<file path="config.mk">
export PLATFORM = sky130hd
export DESIGN_NAME = vec_stride_agen
export DESIGN_NICKNAME = d
export VERILOG_FILES = /design/src/rtl/vec_stride_agen.sv
export SDC_FILE = /design/constraint.sdc
export NUM_CORES = 1
export LEC_CHECK = 0
export BUFFER_PORTS_ARGS = -buffer_cell sky130_fd_sc_hd__buf_4
export CAP_MARGIN = 20
export CORE_MARGIN = 3
export CORE_UTILIZATION = 48
export CTS_CLUSTER_SIZE = 14
export DETAILED_ROUTE_END_ITERATION = 10
export PLACE_DENSITY = 0.74
export SYNTH_ARGS = -nofsm -noshare
export SYNTH_HDL_FRONTEND = slang
export SYNTH_SLANG_ARGS = --single-unit
</file>
<file path="constraint.sdc">
create_clock -name clk -period 3.1 [get_ports clk]
set_input_delay 0.62 -clock clk [delete_from_list [all_inputs] [get_ports clk]]
set_output_delay 0.62 -clock clk [all_outputs]
set_load 0.05 [all_outputs]
</file>
<file path="src/rtl/vec_stride_agen.sv">
`timescale 1ns/1ps
module vec_stride_agen #(
  parameter int ADDR_W   = 16,
  parameter int DATA_W   = 32,
  parameter int NBANKS   = 16,
  parameter int BANK_LAT = 11,
  parameter int MAX_LEN  = 64,
  localparam int BANK_W  = $clog2(NBANKS),
  localparam int LEN_W   = $clog2(MAX_LEN + 1),
  localparam int IDX_W   = $clog2(MAX_LEN),
  localparam int TMR_W   = $clog2(BANK_LAT + 1)
) (
  input  logic              clk,
  input  logic              rst_n,
  input  logic              start,
  input  logic              is_store,
  input  logic [ADDR_W-1:0] base,
  input  logic [ADDR_W-1:0] stride,
  input  logic [LEN_W-1:0]  vlen,
  output logic              ready,
  output logic              mem_req,
  output logic              mem_we,
  output logic [ADDR_W-1:0] mem_addr,
  output logic [BANK_W-1:0] mem_bank,
  output logic [IDX_W-1:0]  mem_idx,
  input  logic [DATA_W-1:0] mem_rdata,
  output logic              vr_we,
  output logic [IDX_W-1:0]  vr_idx,
  output logic [DATA_W-1:0] vr_data,
  output logic              done
);

  logic              busy, active, store_q, zero_done_q;
  logic [ADDR_W-1:0] addr_q, stride_q;
  logic [LEN_W-1:0]  rem_q;
  logic [IDX_W-1:0]  idx_q;
  logic [TMR_W-1:0]  tmr [NBANKS];

  logic              pv    [BANK_LAT];
  logic              plast [BANK_LAT];
  logic              pload [BANK_LAT];
  logic [IDX_W-1:0]  pidx  [BANK_LAT];

  wire [BANK_W-1:0] cur_bank = addr_q[BANK_W-1:0];
  wire              issue    = active && (tmr[cur_bank] == '0);
  wire              accept   = start && !busy;
  wire [LEN_W-1:0]  eff_len  = (vlen > LEN_W'(MAX_LEN)) ? LEN_W'(MAX_LEN) : vlen;
  wire              tail_v   = pv[BANK_LAT-1];
  wire              tail_end = tail_v && plast[BANK_LAT-1];

  assign ready    = !busy;
  assign mem_req  = issue;
  assign mem_we   = store_q;
  assign mem_addr = addr_q;
  assign mem_bank = cur_bank;
  assign mem_idx  = idx_q;
  assign vr_we    = tail_v && pload[BANK_LAT-1];
  assign vr_idx   = pidx[BANK_LAT-1];
  assign vr_data  = mem_rdata;
  assign done     = zero_done_q || tail_end;

  always_ff @(posedge clk or negedge rst_n) begin
    if (!rst_n) begin
      busy        <= 1'b0;
      active      <= 1'b0;
      store_q     <= 1'b0;
      zero_done_q <= 1'b0;
      addr_q      <= '0;
      stride_q    <= '0;
      rem_q       <= '0;
      idx_q       <= '0;
    end else begin
      zero_done_q <= accept && (eff_len == '0);
      if (accept) begin
        busy     <= (eff_len != '0);
        active   <= (eff_len != '0);
        store_q  <= is_store;
        addr_q   <= base;
        stride_q <= stride;
        rem_q    <= eff_len;
        idx_q    <= '0;
      end else begin
        if (tail_end) busy <= 1'b0;
        if (issue) begin
          addr_q <= addr_q + stride_q;
          idx_q  <= idx_q + 1'b1;
          rem_q  <= rem_q - 1'b1;
          if (rem_q == LEN_W'(1)) active <= 1'b0;
        end
      end
    end
  end

  for (genvar b = 0; b < NBANKS; b++) begin : g_bank
    always_ff @(posedge clk or negedge rst_n) begin
      if (!rst_n)                                 tmr[b] <= '0;
      else if (issue && cur_bank == BANK_W'(b))   tmr[b] <= TMR_W'(BANK_LAT - 1);
      else if (tmr[b] != '0)                      tmr[b] <= tmr[b] - 1'b1;
    end
  end

  for (genvar k = 0; k < BANK_LAT; k++) begin : g_stage
    if (k == 0) begin : g_head
      always_ff @(posedge clk or negedge rst_n) begin
        if (!rst_n) begin
          pv[0] <= 1'b0; plast[0] <= 1'b0; pload[0] <= 1'b0; pidx[0] <= '0;
        end else begin
          pv[0]    <= issue;
          plast[0] <= (rem_q == LEN_W'(1));
          pload[0] <= !store_q;
          pidx[0]  <= idx_q;
        end
      end
    end else begin : g_body
      always_ff @(posedge clk or negedge rst_n) begin
        if (!rst_n) begin
          pv[k] <= 1'b0; plast[k] <= 1'b0; pload[k] <= 1'b0; pidx[k] <= '0;
        end else begin
          pv[k]    <= pv[k-1];
          plast[k] <= plast[k-1];
          pload[k] <= pload[k-1];
          pidx[k]  <= pidx[k-1];
        end
      end
    end
  end

  logic [ADDR_W-1:0] last_addr;
  always_ff @(posedge clk or negedge rst_n) begin
    if (!rst_n)       last_addr <= '0;
    else if (mem_req) last_addr <= mem_addr;
  end

  assert_addr_step_R1: assert property (@(posedge clk) disable iff (!rst_n)
    (mem_req && mem_idx != '0) |-> (mem_addr == last_addr + stride_q));

  assert_idle_quiet_R2: assert property (@(posedge clk) disable iff (!rst_n)
    ready |-> !mem_req);

  if (BANK_LAT > 1) begin : g_gap
    assert_bank_gap_R4: assert property (@(posedge clk) disable iff (!rst_n)
      (mem_req && $past(mem_req)) |-> (mem_bank != $past(mem_bank)));
  end

  assert_wb_order_R7: assert property (@(posedge clk) disable iff (!rst_n)
    (vr_we && $past(vr_we)) |-> (vr_idx == $past(vr_idx) + 1'b1));

  assert_done_ready_R8: assert property (@(posedge clk) disable iff (!rst_n)
    done |=> ready);

endmodule

</file>
# == After elaboration in Yosys (flattened, before gate mapping) ==
# Cells that the tools add are included.
# W data, S select, Z words.
# word_totals
ff_bits,212
input_bits,75
output_inout_bits,69
# op_classes
n_addsub,19
order_cmp,2
eq_ne,16
muxes,47
bitwise_logic,1
n_reduce_logical,64
# ops
op,n
$mux W4,34
$reduce_bool A4 Y1,16
$sub A4 B1 Y4 const B,16
$reduce_bool A2 Y1,19
$eq A4 B4 Y1 const B,8
$mux W16,2
$logic_and A1 B1 Y1,21
$mux W7,3
$add A16 B16 Y16,1
$bmux W4 S4,1
$eq A4 B3 Y1 const B,4
$mux W6,2
$eq A4 B2 Y1 const B,2
$logic_not A4 Y1,2
$eq A7 B1 Y1 const B,1
$gt A7 B7 Y1 const B,1
$logic_not A7 Y1,1
$reduce_bool A7 Y1,1
$sub A7 B1 Y7 const B,1
$add A6 B1 Y6 const B,1
$ge A5 B5 Y1 const B,1
$mux W1,5
$not A4 Y5,1
$eq A4 B1 Y1 const B,1
other kinds (3),4

# == Logic depth before layout (Yosys ltp) ==
# depth
ltp_word,8
mapped_depth,10
mapped_depth_nobuf,9

# == Least setup slack after synthesis ==
# OpenSTA, ideal clock, no wires.
# synth_path
path_type,reg2out
start,"register addr_q[1], in the netlist mem_addr[1]"
end,output mem_req
arrival_ns,2.284
t_required_ns,2.480
path_slack_ns,0.196
stages_incl_launch_ff,7
path_cell_list,dfrtp_1 -> buf_4 -> mux4_2 -> a2111o_1 -> nand2_2 -> inv_1 -> buf_2
# synth_between
elab_chain_len,6
# synth_lines
item,line_no,text
from (decl),34,"logic [ADDR_W-1:0] addr_q, stride_q;"
from (signal assigned),78,addr_q <= base;
from (signal assigned),85,addr_q <= addr_q + stride_q;
$not A4 Y5 (not written as such),45,wire issue = active && (tmr[cur_bank] == '0);
$bmux W4 S4,45,
$mux W4 (not written as such) (2 in series),45,
$logic_not A4 Y1,45,
$logic_and A1 B1 Y1,45,
to (decl),21,"output logic mem_req,"
# No other way between the ends. The select of a mux whose other input is x is not followed.

# == Final worst setup path ==
# layout_path
start,register tmr[20] in the netlist's numbering
end,output mem_req
# layout_between
elab_chain_len,5
# layout_lines
item,line_no,text
from (decl),37,logic [TMR_W-1:0] tmr [NBANKS];
"from (signal, indexed assignment)",97,else if (issue && cur_bank == BANK_W'(b)) tmr[b] <= TMR_W'(BANK_LAT - 1);
$bmux W4 S4,45,
$mux W4 (not written as such) (2 in series),45,
$logic_not A4 Y1,45,
$logic_and A1 B1 Y1,45,
# No other way between the ends. The select of a mux whose other input is x is not followed.

==> summary by stage <==
Timing
Setup violations remaining at the end of the flow were counted as 0. The total count of hold-check failures in the final report is 0. The share of the clock period used by the worst path is 97.9%. Timing would allow up to between 0.3 and 0.4 GHz. In the final timing run, aggregate negative setup slack is 0 ns.

Setup repair after global routing left no endpoint under its margin. The max-slew violation total from the final report is 0. On the final layout, the worst hold slack is 0.116 ns. Measured against its own limit, the worst slew margin works out to a little over two fifths. At the pin with the least slew margin, the transition time is roughly 0.85 ns.

After layout, the minimum clock period comes to 3.03 ns. The clock skew is 0.0134 ns.

Die
In this run the vertical extent of the chip is 147 um. The site row count is 51. The die width is 147 um. The number of top-level pins is 144. The floorplan step defined a die boundary enclosing about 0.022 mm2. The effective utilization at floorplan is approximately half. The core region is 0.0195 mm2.

Detailed routing
The first-pass iteration count of the detailed router is 5. The DRC marker count from the first detailed-route iteration is 399. After detailed routing, the number of remaining DRC violations is 0. The overall routed net length is roughly 19,000 um. Summing over every cut layer, the via total after detailed routing is approximately 6,600. In the routed layout, each cell is associated on average with a via count of 5.32.

The count of antenna-violating nets left after detailed routing is 0. The wire length per cell is 15.6 um.

Clocking
The longest clock path from root to sink contains 3 buffers. TritonCTS built the clock tree. The total clock buffers created by CTS is 22. The clock-pin slew reported for the worst setup and hold paths after clock tree synthesis is around 0.060 ns. Clock tree synthesis selected as its root buffer the cell clkbuf_16. For this design, the sink count on the clock tree is 212. For the worst-skew pair, the clock arrives at the later sink with an insertion delay of 0.51 ns. In this run the number of H-tree levels came out at 1.

Power and ir drop
Power spread over the standard cell area amounts to around 1100 mW/mm2. The net load switching power is between 4000 and 5000 uW. The net switching fraction of the power is between 30 and 40%.

The cell-internal power is 7690 uW. VDD sags by at most 0.702 mV. The part of the power in combinational logic is 39.1%. The fraction of power consumed by the clock network is 23.3%. Summed over all cells, the static leakage comes to 0.00521 uW. Of the total power, registers draw 37.6%.

Logic synthesis
Of the synthesized area, sequential elements account for 55.3%. The synthesized design contains approximately 210 register bits. The number of flops mapped to enable cells by yosys is 0. In this run the mean area of a mapped cell was 10.6 um2. Counting every net in the synthesized netlist gives 1,033.

The post-synthesis cell area is approximately 0.0096 mm2. The share of async-settable or async-resettable flops after synthesis is 100%. The gate count after technology mapping is approximately 900.

For this run, the number of Yosys warnings is 0. The top flip-flop cell by instance count after synthesis is dfrtp_1. The count of cell types in the netlist is 61.

Critical path
The arrival time of data at the critical path endpoint is 2.41 ns. The required time of the worst setup path is roughly 2.5 ns. In this run the worst path has a maximum fanout of 3. The critical path is of the flip-flop to output port type. The cell with the biggest individual delay on the critical path is or3_1.

Walking the worst path, the cells encountered are or3_1, nor2_1, mux4_2, a2111o_1, nand2_2, inv_1, buf_6. The worst setup path is launched from a flip-flop. The critical path's largest stage delay is 0.41 ns.

The register-to-register path setup slack is 0.34 ns. The worst setup path is captured at an output port.

GRT
The overall fraction of global-route tracks in use is 18.2%. The first-pass GRT wire length is roughly 33,000 um. The largest net degree at the start of global routing is between 70 and 80. The sum of overflow across all layers after global routing is 0. The number of antenna violations at the first check in global routing is 0. The via count of the first global-routing pass came to around 7,000.

Cells and area
In the layout the commonest cells are dfrtp_1 (210), nand2_1 (104), buf_4 (96). The library cell used most frequently in the layout, excluding fill and tap cells, is dfrtp_1. After the last flow step, the layout net total stands at between 1,000 and 1,500. The layout cell share with drive strength beyond 1 is between 10% and 20%. The layout has ~1,600 filler cells. The total inserted antenna cells is 0. The core utilization of the finished layout is 57.1%. The post-synthesis to final-layout area growth is 16.2%.

Placement
The HPWL after detailed placement is 13,200 um. The congestion estimate from routability-driven global placement came to roughly 0.84. The count of port buffers added during placement is 79.

Hold path
The type of the worst min-delay path is primary input to asynchronous set/reset pin.

Run status
The flow ran to the end, and the final reports show no timing, DRC or antenna violations.

Run
The number of max-capacitance violations reported is 0.
worst max-delay path: cells and delay by family (launching register included):
kind | cells | cell delay, ns
DFF | 1 | 0.39
buffers and inverters | 2 | 0.31
muxes | 1 | 0.29
and+or+nand+nor | 3 | 0.73
AOI/OAI and AO/OA | 1 | 0.18
synth_stat cells (5+ instances only):
| master | number | area share [%] |
|---|---|---|
| o21ai_0 | 65 | 3.4 |
| inv_1 | 54 | 2.1 |
| nand2_1 | 104 | 4.1 |
| a21oi_1 | 52 | 2.7 |
| nor2b_1 | 8 | 0.52 |
| xnor2_1 | 24 | 2.2 |
| or3_1 | 23 | 1.5 |
| dfrtp_1 | 212 | 55 |
| buf_4 | 44 | 3.4 |
| mux2_2 | 11 | 1.3 |
| nor2_1 | 62 | 2.4 |
| nor3_1 | 28 | 1.5 |
| o21a_1 | 5 | 0.39 |
| clkbuf_1 | 13 | 0.51 |
| a211o_1 | 7 | 0.64 |
| nand4_1 | 5 | 0.33 |
| xor2_1 | 7 | 0.64 |
| a31oi_1 | 15 | 0.98 |
| nor4_1 | 6 | 0.39 |
| nand2b_1 | 16 | 1.0 |
| ha_1 | 50 | 6.5 |
| nand3_1 | 17 | 0.89 |
cells by family after synthesis:
logic type	Yosys count	share of synthesized area [%]
adder cells (fa/ha/maj)	51	6.74
AND/OR/NAND/NOR	296	15.0
multiplexers	17	2.18
XOR/XNOR	31	2.83
flip-flops	212	55.3
AO/OA/AOI/OAI	180	11.1
buffers and inverters	120	6.79
power groups by stage:
stage | sequential [uW] | clock (uW) | combinational (uW)
after detailed placement | 4690 | 0 | 4750
after CTS | 4680 | 2970 | 4840
final | 4690 | 2920 | 4890
after global placement | 4630 | 0 | 4630
after global routing | 4830 | 3090 | 5460
after floorplan | 4950 | 0 | 3340
repair_timing:
item                                    CTS  global route
cloned                                    0             1
pin swaps                                 0             2
endpoints found under the setup margin    1             1
gates resized for setup                   3             7
buffers inserted                          1             2
hold buffers                              0             0
sequential cells by signal, summed over array words and instances (netlist names), 6 cells and up:
register	count
pv	10
vr_idx	6
pidx	60
tmr	64
plast	11
mem_idx	6
mem_addr	16
stride_q	16
pload	11
rem_q	7
path summary, 6_finish.rpt:
path,from,end,depth (start not counted)
setup / recovery,tmr[20],mem_req,7
hold / removal,rst_n,stride_q[12],1
setup reg to reg,mem_addr[1],mem_addr[14],10
hold reg to reg,plast[8],plast[7],0
max in group asynchronous,rst_n,plast[9],2
min in group clk,stride[12],stride_q[12],3
layer usage:
layer  part of all wire [%]  wire, um  track usage (%)
met5                      0         0                0
met2                     49      9410             30.4
met3                    5.9      1140             3.18
met1                     43      8290             24.1
met4                    2.8       550             6.29
per-stage QoR:
stage | area [um2] | cells | total power, uW | worst slack (ns)
finish | 11100 | 1247 | 12500 | 0.0651
detailed placement | 10200 | 1204 | 9440 | 0.361
floorplan | 9590 | 907 | 8290 | 0.196
CTS | 11100 | 1244 | 12500 | 0.0153
global placement | 10200 | 1204 | 9260 | 0.433
global route | 11100 | 1247 | 13400 | 0.00150
layout make-up:
type | instances | area [um2] | area share [%]
Tap cell | 265 | 332 | 2.98
Timing Repair Buffer | 102 | 831 | 7.46
Clock inverter | 14 | 238 | 2.13
Multi-Input combinational cell | 575 | 3660 | 32.8
Inverter | 54 | 203 | 1.82
Sequential cell | 212 | 5310 | 47.6
Clock buffer | 25 | 572 | 5.13
No activity file was read; power rests on OpenSTA's default activity.
